$ cat src/rtl/i2c_rx_pkg.sv
package i2c_rx_pkg;

    typedef enum logic [1:0] {
        RX_IDLE = 2'd0,
        RX_RECV = 2'd1,
        RX_PARK = 2'd2
    } rx_state_e;

endpackage

$ cat src/rtl/i2c_rx_fifo.sv
module i2c_rx_fifo #(
    parameter int DW    = 8,
    parameter int DEPTH = 16,
    parameter int MARK  = DEPTH - 2
) (
    input  logic                        clk,
    input  logic                        rst_n,
    input  logic                        clr,
    input  logic                        push,
    input  logic                        pop_req,
    input  logic [DW-1:0]               wdata,
    output logic [DW-1:0]               rdata,
    output logic [$clog2(DEPTH+1)-1:0]  level,
    output logic                        empty,
    output logic                        full,
    output logic                        ovf_p,
    output logic                        unf_p,
    output logic                        mark_p
);
    localparam int AW = (DEPTH > 1) ? $clog2(DEPTH) : 1;
    localparam int LW = $clog2(DEPTH + 1);

    logic [DW-1:0] mem [DEPTH];
    logic [AW-1:0] wr_ptr, rd_ptr;
    logic          pop, push_ok;

    assign empty   = (level == '0);
    assign full    = (level == LW'(DEPTH));
    assign pop     = pop_req && !empty && !clr;
    assign push_ok = push && (!full || pop) && !clr;
    assign rdata   = mem[rd_ptr];

    function automatic logic [AW-1:0] bump(input logic [AW-1:0] p);
        return (p == AW'(DEPTH - 1)) ? '0 : p + 1'b1;
    endfunction

    always_ff @(posedge clk) begin
        if (push_ok) begin
            mem[wr_ptr] <= wdata;
        end
    end

    always_ff @(posedge clk or negedge rst_n) begin
        if (!rst_n) begin
            wr_ptr <= '0;
            rd_ptr <= '0;
            level  <= '0;
            ovf_p  <= 1'b0;
            unf_p  <= 1'b0;
            mark_p <= 1'b0;
        end else begin
            ovf_p  <= push && !push_ok && !clr;
            unf_p  <= pop_req && empty && !clr;
            mark_p <= push_ok && !pop && (level == LW'(MARK - 1));
            if (clr) begin
                wr_ptr <= '0;
                rd_ptr <= '0;
                level  <= '0;
            end else begin
                if (push_ok) wr_ptr <= bump(wr_ptr);
                if (pop)     rd_ptr <= bump(rd_ptr);
                level <= level + LW'(push_ok) - LW'(pop);
            end
        end
    end
endmodule

$ cat src/rtl/i2c_rx_bytecnt.sv
module i2c_rx_bytecnt #(
    parameter int CW = 8
) (
    input  logic          clk,
    input  logic          rst_n,
    input  logic          load,
    input  logic [CW-1:0] load_val,
    input  logic          dec,
    output logic [CW-1:0] count,
    output logic          last,
    output logic          zero
);
    assign zero = (count == '0);
    assign last = (count == CW'(1));

    always_ff @(posedge clk or negedge rst_n) begin
        if (!rst_n) begin
            count <= '0;
        end else if (load) begin
            count <= load_val;
        end else if (dec && !zero) begin
            count <= count - 1'b1;
        end
    end
endmodule

$ cat src/rtl/i2c_rx_seq.sv
module i2c_rx_seq
    import i2c_rx_pkg::*;
(
    input  logic      clk,
    input  logic      rst_n,
    input  logic      start,
    input  logic      hold,
    input  logic      byte_vld,
    input  logic      cnt_zero,
    input  logic      cnt_last,
    output rx_state_e st_o,
    output logic      accept,
    output logic      busy,
    output logic      done_set
);
    rx_state_e st_q, st_d;

    always_ff @(posedge clk or negedge rst_n) begin
        if (!rst_n) begin
            st_q <= RX_IDLE;
        end else begin
            st_q <= st_d;
        end
    end

    always_comb begin
        st_d = st_q;
        unique case (st_q)
            RX_IDLE: begin
                if (start && !cnt_zero) st_d = RX_RECV;
            end
            RX_RECV: begin
                if (cnt_zero || (byte_vld && cnt_last)) begin
                    st_d = hold ? RX_PARK : RX_IDLE;
                end
            end
            RX_PARK: begin
                if (start && !cnt_zero) st_d = RX_RECV;
                else if (!hold)         st_d = RX_IDLE;
            end
            default: st_d = RX_IDLE;
        endcase
    end

    always_comb begin
        st_o     = st_q;
        accept   = (st_q == RX_RECV) && byte_vld && !cnt_zero;
        busy     = (st_q != RX_IDLE);
        done_set = accept && cnt_last && !hold;
    end
endmodule

$ cat src/rtl/i2c_rx_flow_ctl.sv
module i2c_rx_flow_ctl
    import i2c_rx_pkg::*;
#(
    parameter int DW    = 8,
    parameter int CW    = 8,
    parameter int DEPTH = 16
) (
    input  logic          clk,
    input  logic          rst_n,
    input  logic          cfg_wr,
    input  logic [CW-1:0] cfg_size,
    input  logic          hold_en,
    input  logic          fifo_clr,
    input  logic          start_req,
    input  logic          byte_vld,
    input  logic [DW-1:0] byte_data,
    input  logic          rd_en,
    output logic [DW-1:0] rd_data,
    output logic          rx_ack,
    output logic          scl_stall,
    output logic          rx_avail,
    output logic          bus_busy,
    output logic [CW-1:0] xfer_left,
    output logic          lvl_irq,
    output logic          done_irq,
    output logic          ovf_irq,
    output logic          unf_irq
);
    localparam int MARK = DEPTH - 2;
    localparam int LW   = $clog2(DEPTH + 1);

    rx_state_e     st_q;
    logic          accept, done_set;
    logic          cnt_zero, cnt_last;
    logic          fifo_empty, fifo_full;
    logic [LW-1:0] fifo_level;

    i2c_rx_bytecnt #(.CW(CW)) u_cnt (
        .clk      (clk),
        .rst_n    (rst_n),
        .load     (cfg_wr),
        .load_val (cfg_size),
        .dec      (accept),
        .count    (xfer_left),
        .last     (cnt_last),
        .zero     (cnt_zero)
    );

    i2c_rx_seq u_seq (
        .clk      (clk),
        .rst_n    (rst_n),
        .start    (start_req),
        .hold     (hold_en),
        .byte_vld (byte_vld),
        .cnt_zero (cnt_zero),
        .cnt_last (cnt_last),
        .st_o     (st_q),
        .accept   (accept),
        .busy     (bus_busy),
        .done_set (done_set)
    );

    i2c_rx_fifo #(.DW(DW), .DEPTH(DEPTH), .MARK(MARK)) u_fifo (
        .clk     (clk),
        .rst_n   (rst_n),
        .clr     (fifo_clr),
        .push    (accept),
        .pop_req (rd_en),
        .wdata   (byte_data),
        .rdata   (rd_data),
        .level   (fifo_level),
        .empty   (fifo_empty),
        .full    (fifo_full),
        .ovf_p   (ovf_irq),
        .unf_p   (unf_irq),
        .mark_p  (lvl_irq)
    );

    always_ff @(posedge clk or negedge rst_n) begin
        if (!rst_n) begin
            done_irq <= 1'b0;
        end else begin
            done_irq <= done_set;
        end
    end

    assign rx_ack    = !cnt_zero && !cnt_last;
    assign scl_stall = hold_en && fifo_full;
    assign rx_avail  = !fifo_empty;
endmodule

$ cat config.mk
export PLATFORM = sky130hd
export DESIGN_NAME = i2c_rx_flow_ctl
export DESIGN_NICKNAME = d
export VERILOG_FILES = /design/src/rtl/i2c_rx_pkg.sv /design/src/rtl/i2c_rx_fifo.sv /design/src/rtl/i2c_rx_bytecnt.sv /design/src/rtl/i2c_rx_seq.sv /design/src/rtl/i2c_rx_flow_ctl.sv
export SDC_FILE = /design/constraint.sdc
export NUM_CORES = 1
export LEC_CHECK = 0
export ABC_AREA = 1
export BUFFER_PORTS_ARGS = -buffer_cell sky130_fd_sc_hd__buf_4
export CORE_ASPECT_RATIO = 0.6
export CORE_MARGIN = 10
export CORE_UTILIZATION = 40
export DETAILED_ROUTE_END_ITERATION = 16
export PLACE_DENSITY = 0.66
export SLEW_MARGIN = 30
export SYNTH_ARGS = -nofsm -noshare
export SYNTH_HDL_FRONTEND = slang
export SYNTH_SLANG_ARGS = --single-unit
export TNS_END_PERCENT = 10
$ cat constraint.sdc
create_clock -name clk -period 4.05 [get_ports clk]
set_clock_uncertainty 0.1 [all_clocks]
set_input_delay 0.6075 -clock clk [delete_from_list [all_inputs] [get_ports clk]]
set_output_delay 0.6075 -clock clk [all_outputs]
set_load 0.05 [all_outputs]
# == Yosys cells after proc, flatten, opt, wreduce, memory -nomap -nowiden ==
# Memory sizes are Yosys's and may differ from the RTL's.
# Cells that the tools add are included.
# classes
add_sub_neg,5
eq_ne,10
muxes,17
n_reduce_logical,37
# op_table
cell,count
$mux 4,6
$logic_and 1x1->1,19
$mux 8,2
$mux 2,5
$add 4x1->4 const B,2
$eq 4x4->1 const B,2
$eq 8x1->1 const B,1
$logic_not 1->1,8
$logic_not 8->1,1
$reduce_bool 2->1,4
$sub 8x1->8 const B,1
$pmux 2 s3,1
$add 5x1->5,1
$eq 5x4->1 const B,1
$eq 5x5->1 const B,1
$logic_not 5->1,1
$mux 5,1
$sub 5x1->5,1
$ne 2x1->1 const B,2
$ne 3x2->1 const B,1
$reduce_and 3->1,1
$eq 2x1->1 const B,1
$eq 2x2->1 const B,1
$logic_not 2->1,1
2 further kinds,4
# totals
regBits,27
mem_bits_rw,128
in_bits,24
out_inout_bits,24
wordCells,79
mem_count,1
# memory_table
name,words,word_bits,read_ports,rd_clocked_by_memory_dff,wr,line_no,text
u_fifo.mem,16,8,1,0,1,i2c_rx_fifo.sv:23,logic [DW-1:0] mem [DEPTH];

# == Logic depth before layout (Yosys ltp) ==
# Gate-level depths: netlist of the first run.
# logic_depth
word_depth,10
ltp_mapped,19
mapped_depth_nobuf,19

# == Hierarchy ==
# Synthesis of the first run repeated with hierarchy kept, for this count alone.
# unflattened
hier_cells,712
hier_area_um2,7105.6
# by_module_without_submodules
module,n_inst,cells_each,area_each_um2,seq_area_each_um2
i2c_rx_fifo,1,603,6324.8,4244.1
i2c_rx_bytecnt,1,86,610.6,200.2
i2c_rx_seq,1,18,130.1,50.0
i2c_rx_flow_ctl,1,5,40.0,25.0

# == Worst setup path before layout of the first run ==
# No wires, ideal clock.
# synth_path
path_kind,flip-flop to flip-flop
start,register u_fifo.level[3]
end,register u_fifo.level[4]
setup_ns,0.078
arrival_time_ns,2.842
t_required_ns,3.872
path_slack_ns,1.030
path_stages_with_launch,20
path_buffers,0
synth_period_minus_slack_ns,3.020
cell_sequence,dfrtp_1 > inv_1 > ha_1 > nand4_1 > nand2_1 > inv_1 > nand2_1 > inv_1 > ha_1 > inv_1 > ha_1 > inv_1 > fa_1 > inv_1 > nand2_1 > nand2_1 > nand2_1 > nand2_1 > o21ai_0 > a21oi_1
# synth_via
elab_chain_len,10
elab_cells_between_ends,12
cone_classes,2 x add/sub; 1 x eq/ne; 1 x mux; 8 x reduce/logical
# synth_lines
element,line_no,text
"start, declared",i2c_rx_fifo.sv:13,"output logic [$clog2(DEPTH+1)-1:0] level,"
"start signal, assigned",i2c_rx_fifo.sv:62,level <= level + LW'(push_ok) - LW'(pop);
$logic_not 5->1 *,i2c_rx_fifo.sv:27,assign empty = (level == '0);
$logic_not 1->1 *,n/a,
via rx_avail,i2c_rx_flow_ctl.sv:21,"output logic rx_avail,"
$logic_and 1x1->1 * (2 in series),i2c_rx_fifo.sv:29,assign pop = pop_req && !empty && !clr;
$logic_or 1x1->1,i2c_rx_fifo.sv:30,assign push_ok = push && (!full || pop) && !clr;
$logic_and 1x1->1 (2 in series),i2c_rx_fifo.sv:30,
$add 5x1->5,i2c_rx_fifo.sv:62,
$sub 5x1->5 *,i2c_rx_fifo.sv:62,
$mux 5 *,i2c_rx_fifo.sv:55,if (clr) begin
# Mark *: on every way through the listed nets, which the timed path passes. The rest lies on a longest branch.
# A chain may end at the register's enable or synchronous reset.

# == Final worst setup path of the first run ==
# layout_path
start,register u_fifo.rd_ptr[1]
end,output rd_data[0]
# layout_via
elab_chain_len,1
# layout_lines
element,line_no,text
"start, declared",i2c_rx_fifo.sv:24,"logic [AW-1:0] wr_ptr, rd_ptr;"
"start signal, assigned",i2c_rx_fifo.sv:61,if (pop) rd_ptr <= bump(rd_ptr);
$mem_v2 16x8,n/a,
"end, declared",i2c_rx_flow_ctl.sv:18,"output logic [DW-1:0] rd_data,"
# No other way between the ends.

==> results of run 1 <==
-- worst max-delay path, cell delays in order, from the launching register on --
cell	delay, ps
dfrtp_1	820
nand2_1	520
inv_1	330
nand3_1	100
nand2_1	90
nor2_1	60
nand2_1	60
nand2_1	70
buf_4	190
-- worst min path at each step --
stage / startpoint / end / slack, ps
finish: rst_n / u_fifo.ovf_p / 6
global route: rst_n / u_cnt.count[1] / 20
CTS: rst_n / u_cnt.count[1] / 10
detailed placement: rst_n / u_fifo.level[1] / 460
global placement: rst_n / u_fifo.level[1] / 450
floorplan: rst_n / done_irq / 210
-- report_power, final --
| part | internal (W) | switching (W) | total [W] | leakage (nW) |
|---|---|---|---|---|
| registers | 0.00182 | 0.000105 | 0.00193 | 1.50 |
| clock network | 0.000935 | 0.000689 | 0.00162 | 0.302 |
| logic | 0.000459 | 0.00113 | 0.00159 | 1.42 |
-- placed cells by master (no fill, tap or decap), types with 5 or more instances in the layout --
master,n
buf_4,63
inv_8,5
o211ai_1,15
ha_1,14
nand3_1,40
a21oi_1,30
nor2_1,81
nor3_1,16
o21ai_0,46
inv_1,44
inv_2,5
edfxtp_1,128
clkbuf_16,17
nand2_1,156
dfrtp_1,26
-- metal layers --
layer | vias to the layer above | global-route usage | wire [um]
li1 | 2358 | - | -
met1 | 2475 | 0.213 | 7840
met2 | 207 | 0.223 | 7760
met3 | 18 | 0.0425 | 1530
met4 | 0 | 0.0449 | 231
met5 | - | 0 | 0
-- sequential cells by signal, indices dropped and copies added, names as in the netlist --
register,count
u_fifo.mark_p,1
u_seq.st_o,2
done_irq,1
u_fifo.mem,128
u_fifo.unf_p,1
u_fifo.level,5
u_fifo.rd_ptr,4
u_fifo.ovf_p,1
u_cnt.count,8
u_fifo.wr_ptr,4
-- area by class of cell --
cell class / count / area [um^2]
Clock inverter: 15 / 179
Clock buffer: 17 / 425
Sequential cell: 155 / 4520
Timing Repair Buffer: 63 / 473
Inverter: 50 / 188
Fill cell: 1530 / 8870
Multi-Input combinational cell: 427 / 2090
Tap cell: 234 / 293
-- cells by family after synthesis --
group / Yosys count
flip-flops: 155
adder cells (fa/ha/maj): 15
buffers and inverters: 75
AND/OR/NAND/NOR: 307
XOR/XNOR: 5
AO/OA/AOI/OAI: 100
-- stage by stage --
step	power [W]	hold slack, ps	std cells
after floorplan	0.00309	212	657
after global placement	0.00350	450	929
after detailed placement	0.00354	456	929
after CTS	0.00517	10.4	961
after global routing	0.00540	18.8	961
final	0.00514	6.19	961
==> summary.log, run 1 <==
qor: cells_and_area.finish.net_count 753
qor: timing.hold_viol_final 0
qor: placed_design.gp_routability_congestion 0.917
qor: timing.layout_min_cycle_time 3360 ps
qor: worst_setup_path.worstSetupPathType reg2out
qor: global_routing.antenna_found_initial 0
qor: cells_and_area.area.growth.synth_to_final 18.1%
qor: run.count_of_max_cap_constraint_violations 0
qor: clocking.cell_chosen_for_the_clock_root clkbuf_16
qor: routing.initial_drc_count 500
qor: timing.timing.final.crit_share 0.830
qor: worst_setup_path.r2r-start u_fifo.level[2]
qor: yosys.synth_compound_gate_area_share 0.0790
qor: pwr.vdd_drop_max 0.000355 V
qor: cells_and_area.post-route-cell-area 8170 um^2
qor: worst_setup_path.worst_r2r_endpoint u_fifo.level[4]
qor: worst_setup_path.worst_setup_path_startpoint u_fifo.rd_ptr[1]
qor: routing.avgViaCountPerCell 5.26
qor: global_routing.global_route_wire_length_before_repair 27.2 mm
qor: yosys.yosysTopAreaCell edfxtp_1
qor: timing.tightestPinTransition 961 ps
qor: placed_design.post-place-ws 1140 ps
qor: yosys.dominant_combinational_cell_family_by_area_after_synthesis simple AND/OR/NAND/NOR gates
qor: worst_setup_path.timing.reg2reg.worst_path_depth 19
qor: pwr.power_per_standard_cell_area 629 nW/um^2
qor: yosys.synth_cells 657
qor: floorplanning.core-area 17,000 um^2
qor: status.outcome completed
qor: floorplanning.fp.dieArea 23,100 um^2
qor: floorplanning.die_height 122 um
qor: timing.timing_max_transition_violations_final 0
qor: routing.post-route-drc-count 0
qor: clocking.clk_path_buf_depth 2
qor: placed_design.placed_cell_area 7570 um^2
qor: routing.wirelength 17.4 mm
qor: yosys.netlist.area_leader.share 0.555
qor: floorplanning.floorplan.die.width 190 um
qor: yosys.synth_ff_type edfxtp_1
qor: yosys.post_synth_mux_area_share 0
qor: worst_setup_path.cp-end-kind output pin
qor: clocking.post_cts_resized 0
qor: timing.clock.fmax 298 MHz
qor: cells_and_area.final_cell_utilization_of_the_core 0.480
qor: timing.finalSetupViolations 0
qor: clocking.ctsHtreeMaxLevel 4
qor: pwr.static-leakage-power 3.22 nW
qor: global_routing.grt_pass1_vias 4,878
qor: global_routing.grt_overflow_total 0
qor: yosys.number_of_enable_flip_flop_cells_after_synthesis 128
qor: cells_and_area.post_route_cells_drive_above_1_share 0.153
qor: clocking.clock_insertion_delay_worst_skew 410 ps
qor: clocking.cts.reportedPaths.clkPinSlew 60 ps
qor: yosys.synthesized_area_divided_by_synthesized_cell_count 10.5 um^2
qor: yosys.synth_cell_types 33
qor: min_path.hold_removal_path_class in2async
qor: yosys.async_flop_share 0.174
qor: floorplanning.initial_utilization 0.406
qor: yosys.synthXorXnorAreaFrac 0.00633
qor: clocking.cts_tree yes
qor: global_routing.grt_util_all_layers 0.151
qor: routing.num_vias 5,058
qor: cells_and_area.antennaDiodeCount 0
qor: yosys.synth-adder-area-share 0.0282
qor: clocking.cts_hold_buffers 0
qor: clocking.cts_made_buffers 17
qor: timing.fin_setup_tns 0 ps
qor: yosys.synth.most_common_cell nand2_1
qor: yosys.yosys_register_bits 155
qor: worst_setup_path.critical_path_arrival 2650 ps
qor: floorplanning.io_pins 48
qor: yosys.synth.top_cells.by_count nand2_1, edfxtp_1, nor2_1
qor: floorplanning.placement_rows 37
qor: yosys.synth_sequential_area_ratio 0.653
qor: routing.wl_per_cell 18.1 um
qor: worst_setup_path.crit_path_end rd_data[0]
qor: yosys.netlist_top_cells_area edfxtp_1, dfrtp_1, nand2_1
qor: yosys.yosys_warnings 0
qor: clocking.cts_num_sinks 155
qor: worst_setup_path.r2r_slack 1250 ps
qor: clocking.buffers_inserted_by_post_cts_timing_repair 0
qor: routing.drt_pass1_iterations 5
qor: yosys.syn_area 6920 um^2
qor: placed_design.hpwlAfterDp 11.8 mm
qor: worst_setup_path.worstPathMaxFanout 19
qor: yosys.synthesis.nets 696
qor: timing.worst_slew_margin_rel 0.357
qor: yosys.yosys.area_share.simple 0.188
qor: timing.rsz0062_at_grt false
qor: worst_setup_path.worstPathRequired 3340 ps
qor: routing.number_of_nets_with_antenna_violations_after_routing 0
qor: placed_design.port_buffers 47
qor: global_routing.largest_net_degree_at_the_start_of_global_routing 69
qor: worst_setup_path.critical_path.startpoint_type flop
qor: timing.finalWorstSetupSlack 689 ps
No activity file was read; power rests on OpenSTA's default activity.
==> run 2: changes to the inputs <==
==> constraint.sdc (replaced) <==
create_clock -name clk -period 3.1 [get_ports clk]
set_clock_uncertainty 0.1 [all_clocks]
set_input_delay 0.465 -clock clk [delete_from_list [all_inputs] [get_ports clk]]
set_output_delay 0.465 -clock clk [all_outputs]
set_load 0.05 [all_outputs]
==> run 2 against run 1 <==
Effect of this change: critical path depth unchanged; clock-buffer cell count increased by 1; cell count grew 0.83%; global-route usage increased by 0.090 points; largest cell class unchanged; highest routed layer unchanged.
==> summary.log, run 2 (synthesis gave the netlist of run 1 again) <==
qor: routing.avgViaCountPerCell 5.11 [-2.8%]
qor: routing.post-route-drc-count 0 [unchanged]
qor: clocking.ctsHtreeMaxLevel 4 [unchanged]
qor: global_routing.grt_overflow_total 0 [unchanged]
qor: routing.num_vias 4,955 [-2.0%]
qor: clocking.cts.reportedPaths.clkPinSlew 60 ps [about the same]
qor: clocking.clock_insertion_delay_worst_skew 420 ps [about the same]
qor: cells_and_area.final_cell_utilization_of_the_core 0.482 [+0.00250]
qor: placed_design.gp_routability_congestion 0.900 [-1.8%]
qor: status.outcome completed
qor: clocking.cts_made_buffers 17 [unchanged]
qor: timing.finalSetupViolations 0 [unchanged]
qor: placed_design.hpwlAfterDp 11.7 mm [-0.40%]
qor: routing.wirelength 17.3 mm [-0.66%]
qor: clocking.cts_hold_buffers 1 [+1]
qor: floorplanning.die_height 122 um [unchanged]
qor: worst_setup_path.worstPathRequired 2530 ps [-810 ps]
qor: global_routing.antenna_found_initial 1 [+1]
qor: timing.hold_viol_final 0 [unchanged]
qor: timing.worst_slew_margin_rel 0.513 [+0.157]
qor: timing.fin_setup_tns 0 ps [unchanged]
qor: run.count_of_max_cap_constraint_violations 0 [unchanged]
qor: floorplanning.fp.dieArea 23,100 um^2 [unchanged]
qor: pwr.vdd_drop_max 0.000287 V [-19%]
qor: timing.hold-worst-slack 114 ps [+108 ps]
qor: timing.timing.final.crit_share 0.908
qor: worst_setup_path.critical_path_arrival 2250 ps [-400 ps]
qor: timing.finalWorstSetupSlack 284 ps [-404 ps]
qor: placed_design.post-place-ws 367 ps [-776 ps]
qor: cells_and_area.finish.net_count 761 [+1.1%]
qor: global_routing.grt_util_all_layers 0.152 [+0.000898]
qor: min_path.hold_removal_path_class in2reg
qor: cells_and_area.antennaDiodeCount 0 [unchanged]
qor: timing.timing_max_transition_violations_final 0 [unchanged]
qor: placed_design.port_buffers 47 [unchanged]
qor: pwr.static-leakage-power 3.24 nW [+0.56%]
qor: routing.wl_per_cell 17.8 um [-1.5%]
qor: global_routing.global_route_wire_length_before_repair 27.3 mm [+0.25%]
qor: cells_and_area.post_route_cells_drive_above_1_share 0.158 [+0.00514]
qor: cells_and_area.area.growth.synth_to_final 18.7%
qor: cells_and_area.final_cell_count_no_fill 969 [+0.83%]
qor: clocking.post_cts_resized 0 [unchanged]
qor: cells_and_area.largest_registers u_fifo.mem x128, u_cnt.count x8, u_fifo.level x5
qor: clocking.cell_chosen_for_the_clock_root clkbuf_16
qor: floorplanning.core-area 17,000 um^2 [unchanged]
qor: floorplanning.placement_rows 37 [unchanged]
qor: floorplanning.floorplan.die.width 190 um [unchanged]
qor: floorplanning.initial_utilization 0.406 [unchanged]
qor: cells_and_area.most_common_cell_after_layout_fill_and_taps_aside nand2_1
qor: worst_setup_path.cp-end-kind output pin
qor: worst_setup_path.worstSetupPathType reg2out
qor: placed_design.place.detailed.instances 936 [+0.75%]
qor: floorplanning.io_pins 48 [unchanged]
qor: routing.drt_pass1_iterations 5 [unchanged]
qor: worst_setup_path.worstPathMaxFanout 18 [-1]
qor: cells_and_area.flip_flop_count_of_the_largest_register_all_copies_and_words_added 128 [unchanged]
qor: timing.tightestPinTransition 724 ps [-237 ps]
qor: global_routing.grt_pass1_vias 4,977 [+2.0%]
qor: clocking.cts_num_sinks 155 [unchanged]
qor: worst_setup_path.critical_path.startpoint_type flop
qor: global_routing.largest_net_degree_at_the_start_of_global_routing 65 [-5.8%]
qor: cells_and_area.final_cell_mix nand2_1, edfxtp_1, nor2_1
qor: timing.clock.fmax 355 MHz
qor: clocking.buffers_inserted_by_post_cts_timing_repair 0 [unchanged]
qor: timing.rsz0062_at_grt false
qor: clocking.clk_path_buf_depth 2 [unchanged]
qor: routing.number_of_nets_with_antenna_violations_after_routing 0 [unchanged]
qor: cells_and_area.largest_register u_fifo.mem
qor: routing.initial_drc_count 576 [+15%]
qor: pwr.power_per_standard_cell_area 810 nW/um^2 [+29%]
qor: timing.layout_min_cycle_time 2820 ps
qor: clocking.cts_tree yes
[run 2: cell types whose count changed in the layout (fill, tap and decap cells not counted), moves of 2 or more]
cell,change
inv_8,-2
clkinvlp_4,+3
inv_6,+3
buf_4,+6
clkinv_2,-2
clkinv_4,-2
[run 2: final timing paths]
check	startpoint	to	slack [ps]	depth (start not counted)
max reg2reg	u_fifo.level[3]	u_fifo.level[4]	320	19
min in group asynchronous	rst_n	u_fifo.level[1]	410	2
min	fifo_clr	u_fifo.level[0]	110	2
max in group asynchronous	rst_n	u_fifo.rd_ptr[0]	2200	2
max	u_fifo.rd_ptr[2]	rd_data[5]	280	8
min reg2reg	u_fifo.rd_ptr[0]	u_fifo.rd_ptr[0]	460	1
[run 2: routing by layer]
metal,GRT usage,routed length (um),vias up,share of wire
li1,-,-,2379,-
met3,0.0402,1370,12,0.079
met4,0.0410,97,0,0.0056
met1,0.210,7810,2389,0.45
met2,0.234,7980,175,0.46
met5,0,0,-,0
[run 2: power breakdown]
| part | switching [W] | internal (W) | leakage [nW] |
|---|---|---|---|
| sequential | 0.000124 | 0.00238 | 1.50 |
| clock | 0.000904 | 0.00114 | 0.275 |
| combinational | 0.00148 | 0.000623 | 1.46 |
[run 2: metrics by stage]
stage / power, W / instance area, um^2
2_1_floorplan: 0.00404 / 6920
3_3_place_gp: 0.00459 / 7630
3_5_place_dp: 0.00465 / 7630
4_1_cts: 0.00668 / 8210
5_1_grt: 0.00702 / 8210
6_report: 0.00665 / 8210
[run 2: critical path: stages (launching register included)]
cell and delay (ps):
dfrtp_1 410, inv_2 210, nor2_4 410, nand2_1 110, a21oi_1 250, nor2_1 110, nand2_1 80, nand2_1 60
buf_4 190
[run 2: layout make-up]
type | count | area (um^2)
Sequential cell | 155 | 4520
Inverter | 50 | 188
Timing Repair Buffer | 71 | 548
Clock inverter | 14 | 148
Multi-Input combinational cell | 427 | 2090
Clock buffer | 18 | 429
Tap cell | 234 | 293
Fill cell | 1567 | 8820
==> run 3: changes to the inputs <==
--- a/config.mk
+++ b/config.mk
@@ -15,5 +15,6 @@
 export SLEW_MARGIN = 30
 export SYNTH_ARGS = -nofsm -noshare
 export SYNTH_HDL_FRONTEND = slang
+export SYNTH_HIERARCHICAL = 1
 export SYNTH_SLANG_ARGS = --single-unit
 export TNS_END_PERCENT = 10
==> run 3 against run 2 <==
Effect of this change: die area increased by 2.3%; via count is essentially flat; combinational power shrank 3%; largest cell class unchanged; largest power group unchanged.
==> summary.log, run 3 <==
qor: timing.tightestPinTransition 759 ps [+34.3 ps]
qor: cells_and_area.antennaDiodeCount 0 [unchanged]
qor: yosys.synth.top_cells.by_count nand2_1, edfxtp_1, nor2_1
qor: min_path.hold_removal_path_class in2reg
qor: routing.avgViaCountPerCell 4.84 [-5.4%]
qor: yosys.syn_area 7110 um^2 [+2.7%]
qor: global_routing.global_route_wire_length_before_repair 26.0 mm [-4.7%]
qor: worst_setup_path.worstPathMaxFanout 69 [+51]
qor: global_routing.antenna_found_initial 0 [-1]
qor: yosys.synthesized_area_divided_by_synthesized_cell_count 9.98 um^2 [-5.3%]
qor: yosys.synthesis.nets 753 [+8.2%]
qor: worst_setup_path.worstPathRequired 2530 ps [about the same]
qor: yosys.synth_ff_type edfxtp_1
qor: timing.fin_setup_tns 0 ps [unchanged]
qor: global_routing.grt_overflow_total 0 [unchanged]
qor: min_path.hold_depth 2 [unchanged]
qor: clocking.cts_made_buffers 17 [unchanged]
qor: global_routing.grt_pass1_vias 4,704 [-5.5%]
qor: global_routing.grtUsageMet2 0.197 [-0.0368]
qor: run.count_of_max_cap_constraint_violations 0 [unchanged]
qor: worst_setup_path.critPathBufInv 2 [unchanged]
qor: timing.worst_slew_margin_rel 0.494 [-0.0192]
qor: routing.wl_per_cell 16.0 um [-10%]
qor: worst_setup_path.timing.reg2reg.worst_path_depth 17 [-2]
qor: min_path.holdPathEnd u_fifo/level[0]
qor: clocking.cell_chosen_for_the_clock_root clkbuf_16
qor: timing.hold-worst-slack 117 ps [+2.24 ps]
qor: placed_design.hpwlAfterDp 11.0 mm [-6.1%]
qor: global_routing.globalRouteMet1Util 0.216 [+0.00611]
qor: cells_and_area.fill_cells 1,542 [-1.6%]
qor: yosys.synth_sequential_area_ratio 0.636 [-0.0170]
qor: worst_setup_path.critical-path-top-delay-family buffers and inverters
qor: floorplanning.floorplan.die.width 192 um [+1.2%]
qor: cells_and_area.flip_flop_count_of_the_largest_register_all_copies_and_words_added 128 [unchanged]
qor: yosys.async_flop_share 0.174 [unchanged]
qor: pwr.total_power 0.00656 W [-1.3%]
qor: cells_and_area.register_area 4530 um^2 [+0.22%]
qor: cells_and_area.post_route_cells_drive_above_1_share 0.172 [+0.0143]
qor: timing.finalWorstSetupSlack 209 ps [-75.9 ps]
qor: clocking.buffers_inserted_by_post_cts_timing_repair 0 [unchanged]
qor: routing.initial_drc_count 495 [-14%]
qor: pwr.power_per_standard_cell_area 781 nW/um^2 [-3.6%]
qor: worst_setup_path.r2r-start u_cnt/count[0]
qor: floorplanning.io_pins 48 [unchanged]
qor: yosys.yosys_warnings 6 [+6]
qor: cells_and_area.largest_registers u_fifo/mem x128, u_cnt/count x8, u_fifo/level x5
qor: yosys.netlist.area_leader.share 0.541 [-0.0145]
qor: min_path.min-delay-start fifo_clr
qor: timing.timing_max_transition_violations_final 0 [unchanged]
qor: clocking.ctsHtreeMaxLevel 4 [unchanged]
qor: timing.timing.final.crit_share 0.933 [+0.0245]
qor: floorplanning.placement_rows 37 [unchanged]
qor: global_routing.grt_util_all_layers 0.144 [-0.00845]
qor: yosys.yosys_register_bits 155 [unchanged]
qor: timing.clock.fmax 346 MHz [-2.6%]
qor: timing.rsz0062_at_grt false
qor: worst_setup_path.critical_path.startpoint_type flop
qor: cells_and_area.area.growth.synth_to_final 18.3%
qor: cells_and_area.footprint_of_the_multi_input_gates 2270 um^2 [+8.8%]
qor: status.outcome completed
qor: clocking.cts_hold_buffers 1 [unchanged]
qor: clocking.cts_tree yes
qor: timing.hold_viol_final 0 [unchanged]
qor: routing.number_of_nets_with_antenna_violations_after_routing 0 [unchanged]
qor: cells_and_area.final_cell_mix nand2_1, edfxtp_1, nor2_1
qor: global_routing.groute.layer.met3.usage 0.0416 [+0.00138]
qor: yosys.netlist_top_cells_area edfxtp_1, nand2_1, dfrtp_1
qor: global_routing.grt-busiest-layer met1
qor: floorplanning.core-area 17,300 um^2 [+1.4%]
qor: global_routing.largest_net_degree_at_the_start_of_global_routing 70 [+7.7%]
qor: placed_design.port_buffers 47 [unchanged]
qor: routing.drt_pass1_iterations 5 [unchanged]
qor: pwr.vdd_drop_max 0.000268 V [-6.6%]
qor: floorplanning.die_height 123 um [+1.1%]
qor: cells_and_area.finish.net_count 818 [+7.5%]
qor: clocking.clock_insertion_delay_worst_skew 430 ps [about the same]
qor: routing.post-route-drc-count 0 [unchanged]
qor: worst_setup_path.worstPathCellList buf_4 -> nor2_1 -> nor2_1 -> o21ai_0 -> nand3_1 -> nand2_1 -> nand2_1 -> buf_4
qor: worst_setup_path.worstSetupPathType reg2out
qor: worst_setup_path.worst_r2r_endpoint u_fifo/level[4]
qor: worst_setup_path.cpMaxStageDelayCell buf_4
qor: pwr.static-leakage-power 3.48 nW [+7.4%]
qor: timing.layout_min_cycle_time 2890 ps [+75.9 ps]
qor: floorplanning.fp.dieArea 23,700 um^2 [+2.3%]
qor: yosys.yosysTopAreaCell edfxtp_1
qor: worst_setup_path.cp-end-kind output pin
qor: clocking.cts_num_sinks 155 [unchanged]
qor: timing.finalSetupViolations 0 [unchanged]
qor: worst_setup_path.critical_path_arrival 2330 ps [+80 ps]
qor: routing.wirelength 16.4 mm [-4.9%]
qor: placed_design.post-place-ws 403 ps [+36.0 ps]
qor: clocking.post_cts_resized 0 [unchanged]
qor: cells_and_area.most_common_cell_after_layout_fill_and_taps_aside nand2_1
qor: worst_setup_path.r2r_slack 420 ps [+100 ps]
qor: clocking.cts.reportedPaths.clkPinSlew 70 ps [about the same]
qor: cells_and_area.largest_register u_fifo/mem
qor: yosys.synth_cells 712 [+8.4%]
qor: routing.num_vias 4,953 [-0.040%]
qor: clocking.clk_path_buf_depth 2 [unchanged]
qor: worst_setup_path.timing.critical_path.slowest_cell_delay 590 ps [+180 ps]
qor: floorplanning.initial_utilization 0.411 [+0.00528]
qor: placed_design.gp_routability_congestion 0.812 [-9.8%]
qor: yosys.number_of_enable_flip_flop_cells_after_synthesis 128 [unchanged]
qor: yosys.synth.most_common_cell nand2_1
qor: yosys.synth_cell_types 33 [unchanged]
## run 3: cell types whose count changed in the layout (fill, tap and decap cells not counted), moves of 6 or more
cell      before  now
a21oi_1       30   16
o211ai_1      15    0
dfrtp_1       26   18
o21ai_0       46   23
dfrtp_2        1    9
nand3_1       40   58
nand2_1      156  247
nor2_1        81   87
nor3_1        17    0
## run 3: worst max path at each step
stage,startpoint,endpoint,cells after the start
finish,u_fifo/rd_ptr[0],rd_data[2],8
global route,u_fifo/rd_ptr[0],rd_data[2],8
CTS,u_fifo/rd_ptr[0],rd_data[4],8
detailed placement,u_cnt/count[0],u_fifo/level[4],17
global placement,u_cnt/count[0],u_fifo/level[4],17
floorplan,u_cnt/count[0],u_fifo/level[4],19
## run 3: final cells by class
cell class / instances / area share
Multi-Input combinational cell: 483 / 0.270
Timing Repair Buffer: 72 / 0.0661
Clock inverter: 14 / 0.0174
Clock buffer: 18 / 0.0511
Sequential cell: 155 / 0.539
Tap cell: 234 / 0.0348
Inverter: 48 / 0.0214
## run 3: cells by family (layout without fill, tap and decap cells)
group / count (synthesis) / after routing / synth area share
and+or+nand+nor: 414 / 414 / 0.243
DFF: 155 / 155 / 0.636
buffers and inverters: 74 / 152 / 0.0475
AOI/OAI and AO/OA: 45 / 45 / 0.0335
adders and majority gates: 17 / 17 / 0.0310
xor gates and xnor gates: 7 / 7 / 0.00863
## run 3: power by group
part | switching, W | internal [W]
sequential | 0.000112 | 0.00238
combinational | 0.00143 | 0.000623
clock | 0.000946 | 0.00108
total | 0.00249 | 0.00408
## run 3: metrics by stage
step            util  std cells  area (um^2)
2_1_floorplan      -        712         7150
3_3_place_gp   0.453        991         7820
3_5_place_dp   0.453        991         7820
4_1_cts        0.487       1024         8410
5_1_grt        0.487       1024         8410
6_report       0.487       1024         8410
## run 3: per-layer routing
layer | part of all wire | routed length [um] | up-vias
li1 | - | - | 2476
met2 | 0.41 | 6660 | 143
met4 | 0.0062 | 102 | 0
met5 | 0 | 0 | -
met3 | 0.073 | 1190 | 11
met1 | 0.52 | 8450 | 2323
